## src/rtl/arith_opdec_pkg.sv

```systemverilog
package arith_opdec_pkg;

  typedef enum logic [2:0] {
    OP_NONE = 3'd0,
    OP_DECM = 3'd1,
    OP_ADD  = 3'd2,
    OP_ADC  = 3'd3,
    OP_SBC  = 3'd4,
    OP_INC  = 3'd5
  } opKind_t;

  typedef enum logic [2:0] {
    RG_BC = 3'd0,
    RG_DE = 3'd1,
    RG_HL = 3'd2,
    RG_SP = 3'd3,
    RG_IX = 3'd4,
    RG_IY = 3'd5
  } regSel_t;

  typedef enum logic [1:0] {
    ST_IDLE,
    ST_INDEX,
    ST_EXT,
    ST_DISP
  } decState_t;

  // strobes from control to datapath, valid in the cycle of the accepted byte
  typedef struct packed {
    logic    emit;
    logic    illegal;
    logic    useIdx;
    logic    idxIsY;
    logic    takeDisp;
    opKind_t op;
  } ctrlStrobe_t;

endpackage

```

## src/rtl/arith_opdec_ctrl.sv

```systemverilog
module arith_opdec_ctrl
  import arith_opdec_pkg::*;
(
  input  logic        clk,
  input  logic        rstN,
  input  logic        byteValid,
  input  logic [7:0]  byteIn,
  output ctrlStrobe_t strobe
);

  localparam logic [7:0] BYTE_DEC_MEM = 8'h35;
  localparam logic [7:0] BYTE_EXT     = 8'hED;
  localparam logic [7:0] BYTE_INC_IDX = 8'h23;

  decState_t state, nextState;
  logic      idxIsY, nextIdxIsY;

  logic isIdxPrefix, isAdd16, isInc16, isAdcExt, isSbcExt;

  always_comb begin
    isIdxPrefix = (byteIn[7:6] == 2'b11) && (byteIn[4:0] == 5'b11101);
    isAdd16     = (byteIn[7:6] == 2'b00) && (byteIn[3:0] == 4'b1001);
    isInc16     = (byteIn[7:6] == 2'b00) && (byteIn[3:0] == 4'b0011);
    isAdcExt    = (byteIn[7:6] == 2'b01) && (byteIn[3:0] == 4'b1010);
    isSbcExt    = (byteIn[7:6] == 2'b01) && (byteIn[3:0] == 4'b0010);
  end

  always_comb begin
    strobe        = '0;
    strobe.op     = OP_NONE;
    strobe.idxIsY = idxIsY;
    nextState     = state;
    nextIdxIsY    = idxIsY;
    if (byteValid) begin
      unique case (state)
        ST_IDLE: begin
          if (byteIn == BYTE_DEC_MEM) begin
            strobe.emit = 1'b1;
            strobe.op   = OP_DECM;
          end else if (isAdd16) begin
            strobe.emit = 1'b1;
            strobe.op   = OP_ADD;
          end else if (isInc16) begin
            strobe.emit = 1'b1;
            strobe.op   = OP_INC;
          end else if (isIdxPrefix) begin
            nextState  = ST_INDEX;
            nextIdxIsY = byteIn[5];
          end else if (byteIn == BYTE_EXT) begin
            nextState = ST_EXT;
          end else begin
            strobe.illegal = 1'b1;
          end
        end
        ST_INDEX: begin
          nextState     = ST_IDLE;
          strobe.useIdx = 1'b1;
          if (byteIn == BYTE_DEC_MEM) begin
            nextState = ST_DISP;
          end else if (isAdd16) begin
            strobe.emit = 1'b1;
            strobe.op   = OP_ADD;
          end else if (byteIn == BYTE_INC_IDX) begin
            strobe.emit = 1'b1;
            strobe.op   = OP_INC;
          end else begin
            strobe.illegal = 1'b1;
          end
        end
        ST_EXT: begin
          nextState = ST_IDLE;
          if (isAdcExt) begin
            strobe.emit = 1'b1;
            strobe.op   = OP_ADC;
          end else if (isSbcExt) begin
            strobe.emit = 1'b1;
            strobe.op   = OP_SBC;
          end else begin
            strobe.illegal = 1'b1;
          end
        end
        ST_DISP: begin
          nextState       = ST_IDLE;
          strobe.emit     = 1'b1;
          strobe.useIdx   = 1'b1;
          strobe.takeDisp = 1'b1;
          strobe.op       = OP_DECM;
        end
        default: nextState = ST_IDLE;
      endcase
    end
  end

  always_ff @(posedge clk) begin
    if (!rstN) begin
      state  <= ST_IDLE;
      idxIsY <= 1'b0;
    end else begin
      state  <= nextState;
      idxIsY <= nextIdxIsY;
    end
  end

  AST_HOLD_WITHOUT_STROBE: assert property (@(posedge clk) disable iff (!rstN)
    !byteValid |=> $stable(state) && $stable(idxIsY));
  AST_DISP_ENDS: assert property (@(posedge clk) disable iff (!rstN)
    (state == ST_DISP) && byteValid |=> state == ST_IDLE);
  AST_ILLEGAL_TO_IDLE: assert property (@(posedge clk) disable iff (!rstN)
    strobe.illegal |=> state == ST_IDLE);
  AST_ONE_KIND: assert property (@(posedge clk) disable iff (!rstN)
    !(strobe.emit && strobe.illegal));

endmodule

```

## src/rtl/arith_opdec_dpath.sv

```systemverilog
module arith_opdec_dpath
  import arith_opdec_pkg::*;
#(
  parameter int DISP_W = 16,
  parameter int MC_W   = 3,
  parameter int TS_W   = 5
) (
  input  logic              clk,
  input  logic              rstN,
  input  ctrlStrobe_t       strobe,
  input  logic [7:0]        byteIn,
  output logic              outValid,
  output logic              outIllegal,
  output logic [2:0]        outOp,
  output logic [2:0]        outDst,
  output logic [2:0]        outSrc,
  output logic [DISP_W-1:0] outDisp,
  output logic [MC_W-1:0]   outMCycles,
  output logic [TS_W-1:0]   outTStates
);

  localparam int EXT_W = DISP_W - 8;

  // machine-cycle and T-state figures per instruction form
  localparam logic [MC_W-1:0] MC_DEC_HL  = MC_W'(3);
  localparam logic [TS_W-1:0] TS_DEC_HL  = TS_W'(11);
  localparam logic [MC_W-1:0] MC_DEC_IDX = MC_W'(6);
  localparam logic [TS_W-1:0] TS_DEC_IDX = TS_W'(23);
  localparam logic [MC_W-1:0] MC_ADD_HL  = MC_W'(3);
  localparam logic [TS_W-1:0] TS_ADD_HL  = TS_W'(11);
  localparam logic [MC_W-1:0] MC_LONG16  = MC_W'(4);
  localparam logic [TS_W-1:0] TS_LONG16  = TS_W'(15);
  localparam logic [MC_W-1:0] MC_INC_RR  = MC_W'(1);
  localparam logic [TS_W-1:0] TS_INC_RR  = TS_W'(6);
  localparam logic [MC_W-1:0] MC_INC_IDX = MC_W'(2);
  localparam logic [TS_W-1:0] TS_INC_IDX = TS_W'(10);

  regSel_t             pairSel, idxSel, pairOrIdx, dstNext, srcNext;
  logic [MC_W-1:0]     mcNext;
  logic [TS_W-1:0]     tsNext;
  logic [DISP_W-1:0]   dispNext;

  always_comb begin
    pairSel   = regSel_t'({1'b0, byteIn[5:4]});
    idxSel    = strobe.idxIsY ? RG_IY : RG_IX;
    pairOrIdx = (strobe.useIdx && pairSel == RG_HL) ? idxSel : pairSel;
  end

  generate
    if (EXT_W > 0) begin : gSignExt
      always_comb dispNext = strobe.takeDisp ? {{EXT_W{byteIn[7]}}, byteIn} : '0;
    end else begin : gNoExt
      always_comb dispNext = strobe.takeDisp ? byteIn[DISP_W-1:0] : '0;
    end
  endgenerate

  always_comb begin
    dstNext = RG_HL;
    srcNext = RG_HL;
    mcNext  = '0;
    tsNext  = '0;
    unique case (strobe.op)
      OP_DECM: begin
        dstNext = strobe.useIdx ? idxSel : RG_HL;
        srcNext = dstNext;
        mcNext  = strobe.useIdx ? MC_DEC_IDX : MC_DEC_HL;
        tsNext  = strobe.useIdx ? TS_DEC_IDX : TS_DEC_HL;
      end
      OP_ADD: begin
        dstNext = strobe.useIdx ? idxSel : RG_HL;
        srcNext = pairOrIdx;
        mcNext  = strobe.useIdx ? MC_LONG16 : MC_ADD_HL;
        tsNext  = strobe.useIdx ? TS_LONG16 : TS_ADD_HL;
      end
      OP_ADC, OP_SBC: begin
        dstNext = RG_HL;
        srcNext = pairSel;
        mcNext  = MC_LONG16;
        tsNext  = TS_LONG16;
      end
      OP_INC: begin
        dstNext = strobe.useIdx ? idxSel : pairSel;
        srcNext = dstNext;
        mcNext  = strobe.useIdx ? MC_INC_IDX : MC_INC_RR;
        tsNext  = strobe.useIdx ? TS_INC_IDX : TS_INC_RR;
      end
      default: ;
    endcase
  end

  always_ff @(posedge clk) begin
    if (!rstN) begin
      outValid   <= 1'b0;
      outIllegal <= 1'b0;
      outOp      <= OP_NONE;
      outDst     <= RG_BC;
      outSrc     <= RG_BC;
      outDisp    <= '0;
      outMCycles <= '0;
      outTStates <= '0;
    end else begin
      outValid   <= strobe.emit;
      outIllegal <= strobe.illegal;
      if (strobe.emit) begin
        outOp      <= strobe.op;
        outDst     <= dstNext;
        outSrc     <= srcNext;
        outDisp    <= dispNext;
        outMCycles <= mcNext;
        outTStates <= tsNext;
      end
    end
  end

  AST_PULSES_EXCLUSIVE: assert property (@(posedge clk) disable iff (!rstN)
    !(outValid && outIllegal));
  AST_TIMING_FLOOR: assert property (@(posedge clk) disable iff (!rstN)
    outValid |-> (outMCycles != '0) && (int'(outTStates) >= 3 * int'(outMCycles)));
  AST_DISP_ONLY_DECM: assert property (@(posedge clk) disable iff (!rstN)
    outValid && (outOp != OP_DECM) |-> outDisp == '0);
  AST_ILLEGAL_KEEPS_FIELDS: assert property (@(posedge clk) disable iff (!rstN)
    outIllegal |-> $stable(outOp) && $stable(outTStates));

endmodule

```

## src/rtl/arith_opdec.sv

```systemverilog
module arith_opdec
  import arith_opdec_pkg::*;
#(
  parameter int DISP_W = 16,
  parameter int MC_W   = 3,
  parameter int TS_W   = 5
) (
  input  logic              clk,
  input  logic              rstN,
  input  logic              byteValid,
  input  logic [7:0]        byteIn,
  output logic              outValid,
  output logic              outIllegal,
  output logic [2:0]        outOp,
  output logic [2:0]        outDst,
  output logic [2:0]        outSrc,
  output logic [DISP_W-1:0] outDisp,
  output logic [MC_W-1:0]   outMCycles,
  output logic [TS_W-1:0]   outTStates
);

  ctrlStrobe_t strobe;

  arith_opdec_ctrl ctrl_i (
    .clk       (clk),
    .rstN      (rstN),
    .byteValid (byteValid),
    .byteIn    (byteIn),
    .strobe    (strobe)
  );

  arith_opdec_dpath #(
    .DISP_W (DISP_W),
    .MC_W   (MC_W),
    .TS_W   (TS_W)
  ) dpath_i (
    .clk        (clk),
    .rstN       (rstN),
    .strobe     (strobe),
    .byteIn     (byteIn),
    .outValid   (outValid),
    .outIllegal (outIllegal),
    .outOp      (outOp),
    .outDst     (outDst),
    .outSrc     (outSrc),
    .outDisp    (outDisp),
    .outMCycles (outMCycles),
    .outTStates (outTStates)
  );

endmodule

```

## config.mk

```make
export PLATFORM = sky130hd
export DESIGN_NAME = arith_opdec
export DESIGN_NICKNAME = d
export VERILOG_FILES = /design/src/rtl/arith_opdec_pkg.sv /design/src/rtl/arith_opdec_ctrl.sv /design/src/rtl/arith_opdec_dpath.sv /design/src/rtl/arith_opdec.sv
export SDC_FILE = /design/constraint.sdc
export NUM_CORES = 1
export LEC_CHECK = 0
export BUFFER_PORTS_ARGS = -buffer_cell sky130_fd_sc_hd__buf_2
export CAP_MARGIN = 20
export CELL_PAD_IN_SITES_DETAIL_PLACEMENT = 0
export CELL_PAD_IN_SITES_GLOBAL_PLACEMENT = 1
export CORE_MARGIN = 5
export CORE_UTILIZATION = 37
export CTS_CLUSTER_SIZE = 28
export DETAILED_ROUTE_END_ITERATION = 8
export PLACE_DENSITY_LB_ADDON = 0.1
export SETUP_SLACK_MARGIN = 0.4
export SLEW_MARGIN = 20
export SYNTH_ARGS = -nofsm -noshare
export SYNTH_HDL_FRONTEND = slang
export SYNTH_SLANG_ARGS = --single-unit
```

## constraint.sdc

```tcl
create_clock -name clk -period 2.7 [get_ports clk]
set_clock_uncertainty 0.1 [all_clocks]
set_input_delay 0.135 -clock clk [delete_from_list [all_inputs] [get_ports clk]]
set_output_delay 0.135 -clock clk [all_outputs]
set_load 0.05 [all_outputs]
```

==> results of run 1 <==
-- cell type report --
cell class              instances  area share [%]
clock buffers                   5            3.59
inverters                       3           0.588
flip-flops and latches         30            31.4
clock inverters                 3            2.09
repair buffers                 49            13.3
well taps                      52            3.40
multi-input cells             132            45.6
-- where the power goes --
group          leakage, nW  switching (mW)  internal, mW
clock               0.0579           0.168         0.271
sequential           0.243         0.00172         0.447
combinational        0.492          0.0595        0.0224
total                0.792           0.229         0.740
-- state kept, by name (all words and copies together), names as in the netlist --
register and count:
dpath_i.outSrc 3, dpath_i.outMCycles 3, ctrl_i.state 2, dpath_i.outTStates 5, dpath_i.outDisp 8, dpath_i.outOp 3
dpath_i.outDst 3, dpath_i.outValid 1, ctrl_i.idxIsY 1, dpath_i.outIllegal 1
-- cells by family (layout without fill, tap and decap cells) --
kind of cell / Yosys count / count (layout) / share of synthesized area (%)
AO/OA/AOI/OAI: 61 / 61 / 28.2
flip-flops: 30 / 30 / 37.3
buffers and inverters: 26 / 60 / 8.62
multiplexers: 3 / 3 / 1.94
AND/OR/NAND/NOR: 68 / 68 / 24.0
-- routing by layer --
layer  global-route usage, %  wire [µm]  vias to the layer above
met1                    19.6       1980                      750
li1                        -          -                      753
met2                    24.2       2130                       57
met4                    4.63         53                        0
met3                    4.96        320                        7
met5                       0          0                        -
-- Yosys cell counts (all sizes together), types with 4 or more instances --
cell     n
nand2b   5
dfxtp   30
a31oi    5
nand2   12
a22oi   10
clkbuf  10
nor2    20
o21ai    9
buf     13
a21oi   12
nand3    5
and3     4
-- worst max-delay path, stage by stage (launching register included) --
cell	delay [ns]
dfxtp_1	0.36
buf_4	0.20
nand2b_1	0.11
a21oi_1	0.07
a31oi_1	0.25
nand4_2	0.33
buf_4	0.30
a22oi_1	0.20
nor2_1	0.07
-- cell usage in the layout (no fill, tap or decap), types with 3 or more instances in the layout --
cell type | synthesis | final
buf_4 | 8 | 4
inv_1 | 3 | 3
and3_1 | 4 | 4
buf_2 | 3 | 45
nor2_1 | 20 | 20
o211ai_1 | 3 | 3
a31oi_1 | 5 | 5
nand3_1 | 5 | 5
o21ai_0 | 8 | 8
a21oi_1 | 11 | 11
dfxtp_1 | 30 | 29
nand2b_1 | 5 | 5
a22oi_1 | 10 | 10
nor3_1 | 3 | 3
nand2_1 | 11 | 11
clkbuf_8 | 0 | 5
nor2b_1 | 3 | 3
-- per-stage QoR --
stage	hold WS (ns)	power, mW
after floorplan	0.183	0.511
final	0.0632	0.969
after detailed placement	0.340	0.540
after global placement	0.335	0.540
after CTS	0.0562	0.979
after global routing	0.0964	1.01
-- worst min-delay path by stage --
stage	depth (start not counted)	slack, ns	start	to
detailed placement	3	0.34	byteIn[7]	dpath_i.outDisp[14]
CTS	3	0.06	byteIn[7]	dpath_i.outDisp[14]
global placement	3	0.33	byteIn[0]	dpath_i.outDisp[0]
global route	3	0.1	byteIn[0]	dpath_i.outDisp[0]
finish	3	0.06	byteIn[7]	dpath_i.outDisp[14]
floorplan	2	0.18	byteIn[0]	dpath_i.outDisp[0]
==> flow_summary.yaml, run 1 <==
status:
  status: "complete, no violations"
critical_path:
  r2r-end: "dpath_i.outDisp[1]"
  rrSetupSlack_ns: 0.58
  critPathCaptureType: "flop"
  arrival_ns: 2.15
  reg2reg_depth: 8
  reg2reg_from: "ctrl_i.state[1]"
  critPathKind: "reg2reg"
  path_max_fanout: 12
  cp-start-kind: "flop"
  crit_end: "dpath_i.outDisp[1]"
  cp_data_required_time_ns: 2.74
  worstSetupStartpoint: "ctrl_i.state[1]"
clocking:
  clock_sinks: 30
  ctsHoldBuffers: 0
  cts.clk_slew.worst_paths_ns: 0.06
  cts_made_buffers: 5
  clock_path_buffers: 2
  tritoncts: "done"
  h-tree-depth: 2
  clk_latency_ns: 0.27
  cts_resized: 0
  cts_root_buffer: "clkbuf_8"
  cts_setup_buffers: 0
yosys:
  seq_area_frac_synth_pct: 37.3
  synth.area.top_cells: "dfxtp_1 (37%), a22oi_1 (4.7%), nor2_1 (4.7%), buf_4 (3.7%), a21oi_1 (3.4%)"
  synth_area_mm2: 0.00161
  synthCells: 188
  syn_area_per_cell_um2: 8.57
  yosys_warnings: 0
  ys_ff_latch: 30
  synth_edf_count: 0
  async_flop_share_pct: 0
  synth_nets: 199
  synth_cell_types: 55
  synth_top_cell_by_area: "dfxtp_1"
  synth_top_area_share_pct: 37.3
  synthFlopType: "dfxtp_1"
sta:
  relSlewSlack_pct: 59.0
  hold_viol_final: 0
  fin_ws_ns: 0.584
  fin_crit_ns: 2.12
  timing.final.crit_share_pct: 78.4
  setup_tns_ns: 0
  fmax_mhz: 473
  slew_violations: 0
  setup_viol: 0
  rsz0062_at_grt: "no"
  worst_pin_slew_ns: 0.614
place:
  numPortBuffers: 45
  dp_slack_ns: 0.307
  gp_congestion: 0.828
  placed_cell_area_mm2: 0.00180
  place_inst: 266
  hpwl_um: 3250
grt:
  grt_pass1_wl_um: 7360
  grt_use_total_pct: 15.3
  grt_max_degree: 26
  antenna_found_initial: 0
  grt_overflow: 0
  grt_pass1_vias: 1496
route:
  routedWlPerCell_um: 16.3
  drt_iter0_markers: 106
  vias_per_cell: 5.72
  dr_total_vias: 1567
  drt.antenna.violating_nets: 0
  drt-total-wl_um: 4480
  post-route-drc-count: 0
  first_pass_iters: 5
die:
  die_h_um: 76.0
  io-pin-count: 46
  dieArea_mm2: 0.00578
  start_util_pct: 37.5
  die_x_um: 76.0
  fp-row-count: 24
  core_mm2: 0.00429
power_and_ir_drop:
  vdd_ir_drop_max_v: 0.000264
  power.density_mw_per_mm2: 506
  power_leakage_nw: 0.792
finish:
  antenna-diode-count: 0
  nets: 232
  fin_area_mm2: 0.00191
  ff_latch_area_um2: 602
  stdcell_count: 274
  multiInputGateArea_um2: 872
  area_delta_synth_final_pct: 18.8
  layout-drive-gt1-share_pct: 31.1
  finish.utilization_pct: 44.6
  num-fill-cells: 465
worst_hold_path:
  hold_path_class: "in2reg"
job:
  timing.max_cap.violations: 0
No activity file was read; power rests on OpenSTA's default activity.
==> inputs of run 2 (changes only) <==
--- a/config.mk
+++ b/config.mk
@@ -5,12 +5,13 @@
 export SDC_FILE = /design/constraint.sdc
 export NUM_CORES = 1
 export LEC_CHECK = 0
+export ABC_AREA = 1
 export BUFFER_PORTS_ARGS = -buffer_cell sky130_fd_sc_hd__buf_2
 export CAP_MARGIN = 20
 export CELL_PAD_IN_SITES_DETAIL_PLACEMENT = 0
 export CELL_PAD_IN_SITES_GLOBAL_PLACEMENT = 1
 export CORE_MARGIN = 5
-export CORE_UTILIZATION = 37
+export CORE_UTILIZATION = 33
 export CTS_CLUSTER_SIZE = 28
 export DETAILED_ROUTE_END_ITERATION = 8
 export PLACE_DENSITY_LB_ADDON = 0.1
==> constraint.sdc (replaced) <==
create_clock -name clk -period 1.9 [get_ports clk]
set_clock_uncertainty 0.1 [all_clocks]
set_input_delay 0.095 -clock clk [delete_from_list [all_inputs] [get_ports clk]]
set_output_delay 0.095 -clock clk [all_outputs]
set_load 0.05 [all_outputs]
==> flow_summary.yaml, run 2 <==
route:
  vias_per_cell: 4.71
  dr_total_vias: 1822
  routedWlPerCell_um: 13.5
  drt.antenna.violating_nets: 0
  drt_iter0_markers: 71
  post-route-drc-count: 0
  first_pass_iters: 4
  drt-total-wl_um: 5230
grt:
  grt_pass1_wl_um: 8710
  antenna_found_initial: 0
  grt_pass1_vias: 1753
  grt_max_degree: 16
  grt_overflow: 0
  grt_use_total_pct: 15.4
critical_path:
  critPathKind: "reg2reg"
  arrival_ns: 1.79
  path_max_fanout: 6
  cp_data_required_time_ns: 1.96
  r2r-end: "dpath_i.outSrc[0]"
  cp-start-kind: "flop"
  rrSetupSlack_ns: 0.17
  critPathCaptureType: "flop"
  reg2reg_depth: 12
  reg2reg_from: "ctrl_i.state[0]"
sta:
  worst_pin_slew_ns: 0.356
  fin_ws_ns: 0.167
  setup_tns_ns: 0
  hold_viol_final: 0
  setup_viol: 0
  rsz0062_at_grt: "yes"
  timing.final.crit_share_pct: 91.2
  fmax_mhz: 577
  whs_ns: 0.00456
  slew_violations: 0
  relSlewSlack_pct: 76.0
  fin_crit_ns: 1.73
power_and_ir_drop:
  power_leakage_nw: 1.21
  power.density_mw_per_mm2: 829
  clockPowerShare_pct: 24.8
  p_total_mw: 2.11
  vdd_ir_drop_max_v: 0.000285
  swShare_pct: 39.2
  intPower_mw: 1.28
  pwr-share-comb_pct: 40.7
  seqPwrFrac_pct: 34.5
  switchingPower_mw: 0.827
clocking:
  clock_sinks: 30
  cts_root_buffer: "clkbuf_8"
  clk_latency_ns: 0.28
  h-tree-depth: 2
  cts_made_buffers: 5
  clock_path_buffers: 2
  tritoncts: "done"
  cts.clk_slew.worst_paths_ns: 0.07
die:
  start_util_pct: 34.4
  die_h_um: 83.4
  fp-row-count: 26
  dieArea_mm2: 0.00696
  die_x_um: 83.4
  core_mm2: 0.00517
  io-pin-count: 46
yosys:
  synth_top_area_share_pct: 33.8
  synthFlopType: "dfxtp_1"
  yosys_warnings: 0
  synth_edf_count: 0
  synth_nets: 258
  seq_area_frac_synth_pct: 33.8
  yosys-top-cells-count: "nand2_1 (56), dfxtp_1 (30), nor2_1 (24)"
  ys_ff_latch: 30
  synth_area_mm2: 0.00178
  synthCells: 247
  synth_top_cell_by_area: "dfxtp_1"
  synth_most_common_cell: "nand2_1"
  synth_cell_types: 26
  syn_area_per_cell_um2: 7.20
  async_flop_share_pct: 0
  synth.area.top_cells: "dfxtp_1 (34%), nand2_1 (12%), nand2_4 (7.6%), nand3_1 (5.1%), nor2_1 (5.1%)"
finish:
  stdcell_count: 387
  nets: 328
  finish.utilization_pct: 49.2
  area_delta_synth_final_pct: 43.1
  layout-drive-gt1-share_pct: 51.7
  num-fill-cells: 524
  most-common-layout-cells: "buf_2 (45), nand2_1 (44), dfxtp_1 (28)"
  largest_register: "dpath_i.outDisp"
  top_regs: "dpath_i.outDisp x8, dpath_i.outTStates x5"
  antenna-diode-count: 0
  final_common_cell: "buf_2"
  fin_area_mm2: 0.00254
  largest_register_ffs: 8
status:
  status: "complete, no violations"
place:
  dp_slack_ns: 0.147
  hpwl_um: 3610
  numPortBuffers: 45
  place_inst: 352
  placed_cell_area_mm2: 0.00203
  gp_congestion: 0.828
worst_hold_path:
  hold-path-cell-count: 3
  hold_path_class: "in2reg"
  min_to: "dpath_i.outDisp[0]"
  hold_start: "byteIn[0]"
job:
  timing.max_cap.violations: 0
==> run 2: worst max-delay path by stage <==
stage	start	end	slack, ns	depth (start not counted)
after floorplan	ctrl_i.state[0]	dpath_i.outDisp[1]	0.40	11
after global placement	byteIn[3]	dpath_i.outTStates[3]	0.14	11
after detailed placement	byteIn[7]	dpath_i.outTStates[3]	0.15	11
after CTS	ctrl_i.state[0]	dpath_i.outDst[1]	0.24	11
after global routing	ctrl_i.state[0]	dpath_i.outTStates[3]	0.07	11
final	ctrl_i.state[0]	dpath_i.outSrc[0]	0.17	12
==> run 2: cell families (layout without fill, tap and decap cells) <==
kind of cell | Yosys count | count (layout) | synth area share (%)
simple gates | 131 | 131 | 39.4
buf+inv | 44 | 114 | 12.6
compound gates | 42 | 42 | 14.2
flops | 30 | 30 | 33.8
==> run 2: power by group through the flow <==
stage	logic, mW	registers (mW)	clock network (mW)
after global routing	0.923	0.733	0.576
after floorplan	0.318	0.911	0
after global placement	0.620	0.733	0
after detailed placement	0.613	0.732	0
final	0.858	0.727	0.524
after CTS	0.776	0.724	0.546
==> run 2: layout make-up <==
class	instances	area [µm²]	share of cell area (%)
Timing Repair inverter	2	32.5	1.28
Multi-Input combinational cell	173	1090	42.7
Tap cell	70	87.6	3.44
Sequential cell	30	608	23.9
Inverter	31	136	5.36
Clock buffer	7	86.3	3.39
Timing Repair Buffer	74	505	19.9
==> run 2: routing by layer <==
| layer | track usage [%] | wire, µm | vias up |
|---|---|---|---|
| met4 | 6.24 | 91 | 0 |
| met5 | 0 | 0 | - |
| met1 | 20.2 | 2440 | 828 |
| li1 | - | - | 923 |
| met3 | 4.16 | 276 | 8 |
| met2 | 23.8 | 2420 | 63 |
==> run 2: critical path: stages, from the launching register on <==
cell and delay (ns):
dfxtp_4 0.40, inv_4 0.05, nor2_4 0.16, buf_6 0.12, nand2_2 0.04, nand3_2 0.07, nand2_4 0.09, nand3_4 0.13
buf_12 0.17, buf_12 0.12, clkinv_8 0.05, nand2_1 0.05, a21oi_1 0.06
==> run 2: what timing repair did <==
| action | in CTS | in global routing |
|---|---|---|
| hold buffers | 1 | 0 |
| setup endpoints to repair | 25 | 28 |
| setup buffers | 17 | 8 |
| pin swaps | 12 | 16 |
| hold endpoints to repair | 1 | 0 |
| gates resized for setup | 29 | 25 |
| cloned | 2 | 0 |
==> inputs of run 3 (changes only) <==
--- a/config.mk
+++ b/config.mk
@@ -11,7 +11,7 @@
 export CELL_PAD_IN_SITES_DETAIL_PLACEMENT = 0
 export CELL_PAD_IN_SITES_GLOBAL_PLACEMENT = 1
 export CORE_MARGIN = 5
-export CORE_UTILIZATION = 33
+export CORE_UTILIZATION = 36
 export CTS_CLUSTER_SIZE = 28
 export DETAILED_ROUTE_END_ITERATION = 8
 export PLACE_DENSITY_LB_ADDON = 0.1
@@ -19,4 +19,5 @@
 export SLEW_MARGIN = 20
 export SYNTH_ARGS = -nofsm -noshare
 export SYNTH_HDL_FRONTEND = slang
+export SYNTH_HIERARCHICAL = 1
 export SYNTH_SLANG_ARGS = --single-unit
==> constraint.sdc (replaced) <==
create_clock -name clk -period 1.7 [get_ports clk]
set_clock_uncertainty 0.1 [all_clocks]
set_input_delay 0.085 -clock clk [delete_from_list [all_inputs] [get_ports clk]]
set_output_delay 0.085 -clock clk [all_outputs]
set_load 0.05 [all_outputs]
==> flow_summary.yaml, run 3 <==
critical_path:
  reg2reg_from: "ctrl_i/state[0]"
  cp_top_family: "simple AND/OR/NAND/NOR gates"
  reg2reg_depth: 15
  critPathBufInv: 5
  rrSetupSlack_ns: -0.23
  path_depth: 15
  r2r-end: "dpath_i/outMCycles[0]"
  cp_slowest_cell: "dfxtp_4"
  critPathMaxStageDelay_ns: 0.36
  path_max_fanout: 5
  cp_cell_sequence: "inv_4, nand2_4, inv_2, nand4_1, nand3_1, nor2_1, nor2_2, buf_6, inv_4, nand3_4, nand2_4, o21ai_4, inv_2, nand2_1, a21oi_1"
  cp_data_required_time_ns: 1.75
  critPathCaptureType: "flop"
  cp-start-kind: "flop"
  critPathKind: "reg2reg"
  arrival_ns: 1.98
route:
  post-route-drc-count: 0
  drt.antenna.violating_nets: 0
  first_pass_iters: 4
  dr_total_vias: 1987
  drt_iter0_markers: 65
  routedWlPerCell_um: 12.3
  drt-total-wl_um: 5190
  vias_per_cell: 4.71
clocking:
  cts_root_buffer: "clkbuf_8"
  clock_path_buffers: 2
  clk_latency_ns: 0.27
  h-tree-depth: 2
  tritoncts: "done"
  ctsHoldBuffers: 0
  cts_made_buffers: 5
  cts.clk_slew.worst_paths_ns: 0.07
  clock_sinks: 30
die:
  core_mm2: 0.00469
  die_x_um: 79.3
  die_h_um: 79.3
  dieArea_mm2: 0.00629
  start_util_pct: 36.9
  fp-row-count: 25
  io-pin-count: 46
finish:
  area_delta_synth_final_pct: 57.8
  top_regs: "dpath_i/outDisp x8, dpath_i/outTStates x5"
  layout-drive-gt1-share_pct: 44.3
  ff_latch_area_um2: 608
  largest_register_ffs: 8
  finish.utilization_pct: 58.2
  final_common_cell: "nand2_1"
  multiInputGateArea_mm2: 0.00106
  most-common-layout-cells: "nand2_1 (67), buf_4 (46), buf_2 (45)"
  nets: 378
  antenna-diode-count: 0
  num-fill-cells: 477
  largest_register: "dpath_i/outDisp"
place:
  gp_congestion: 0.795
  numPortBuffers: 45
  hpwl_um: 3960
yosys:
  ys_ff_latch: 30
  yosys-top-cells-count: "nand2_1 (77), dfxtp_1 (30), nand3_1 (29)"
  synth_edf_count: 0
  seq_area_frac_synth_pct: 34.7
  async_flop_share_pct: 0
  synth_top_cell_by_area: "dfxtp_1"
  synth_cell_types: 27
  synth_area_mm2: 0.00173
  synthCells: 271
  yosys_warnings: 6
  synth_nets: 282
  synth_most_common_cell: "nand2_1"
  synth_top_area_share_pct: 34.7
  synth.area.top_cells: "dfxtp_1 (35%), nand2_1 (17%), nand3_1 (8.4%), a21oi_1 (6.7%), nor2_1 (6.1%)"
  synthFlopType: "dfxtp_1"
  syn_area_per_cell_um2: 6.39
power_and_ir_drop:
  power.density_mw_per_mm2: 543
  vdd_ir_drop_max_v: 0.000332
  power_leakage_nw: 1.37
  p_total_mw: 1.48
grt:
  grt_pass1_wl_um: 8610
  grt_pass1_vias: 1878
  antenna_found_initial: 0
  grt_overflow: 0
  grt_max_degree: 13
  grt_use_total_pct: 17.1
sta:
  setup_viol: 18
  fin_ws_ns: -0.227
  relSlewSlack_pct: 78.1
  fin_crit_ns: 1.93
  hold_viol_final: 0
  whs_ns: 0.0155
  slew_violations: 0
  rsz0062_at_grt: "yes"
  worst_pin_slew_ns: 0.327
  timing.final.crit_share_pct: 113
  fmax_mhz: 519
worst_hold_path:
  hold-path-cell-count: 3
  hold_path_class: "in2reg"
  hold_start: "byteValid"
  min_to: "ctrl_i/state[0]"
job:
  timing.max_cap.violations: 0
status:
  status: "finished, violations left"
  violations: "setup timing"
## run 3: changes by cell type after synthesis, moves of 3 or more
cell     before  now
inv_2         8    0
nor2_1       24   28
inv_1        21   26
a21oi_2      10    0
nand2_4      12    0
nand3_1      18   29
nand2_1      56   77
o21ai_1       3    0
a21oi_1      13   23
## run 3: cell type report
type | count | share of cell area (%)
timing repair buffer | 106 | 28.6
sequential | 30 | 22.3
tap | 54 | 2.47
inverter | 28 | 4.40
multi-input combinational | 196 | 38.9
clock inverter | 1 | 0.183
clock buffer | 7 | 3.16
## run 3: worst max path at each step
| stage | startpoint | to | slack (ns) |
|---|---|---|---|
| floorplan | ctrl_i/state[0] | dpath_i/outDst[2] | -0.05 |
| global placement | ctrl_i/state[1] | dpath_i/outDst[2] | -0.26 |
| detailed placement | ctrl_i/state[1] | dpath_i/outDst[0] | -0.24 |
| CTS | ctrl_i/state[0] | dpath_i/outDst[0] | -0.14 |
| global route | ctrl_i/state[0] | dpath_i/outMCycles[1] | -0.36 |
| finish | ctrl_i/state[0] | dpath_i/outMCycles[0] | -0.23 |
## run 3: timing repair
action	CTS	global route
setup endpoints to repair	29	30
pin swaps	11	19
gates resized for setup	29	26
gates cloned	1	0
buffers inserted	5	3
## run 3: tightest hold or removal path, stage by stage
cell     delay [ns]
buf_2          0.13
nand3_1        0.08
a21oi_1        0.06
## run 3: logic make-up after synthesis
group | Yosys count | synth area share, %
compound gates | 45 | 14.0
simple gates | 151 | 38.8
buf+inv | 45 | 12.5
flops | 30 | 34.7
## run 3: layer usage
layer,part of all wire (%),GRT usage (%),vias to the layer above
met5,0,0,-
met4,0.27,3.61,0
met3,3.1,3.85,2
met2,50,28.6,29
met1,46,22.5,894
li1,-,-,1062
## run 3: where the power goes
group	switching, mW	internal (mW)
clock network	0.262	0.326
logic	0.111	0.0771
registers	0.00233	0.705
total	0.375	1.11
## run 3: through the flow
stage,setup TNS (ns),cells,area [µm²],setup WS (ns)
detailed placement,-2.86,405,2370,-0.239
floorplan,-0.172,271,1760,-0.0503
global route,-6.07,422,2730,-0.357
CTS,-1.46,419,2620,-0.144
finish,-2.31,422,2730,-0.227
global placement,-3.22,405,2370,-0.261
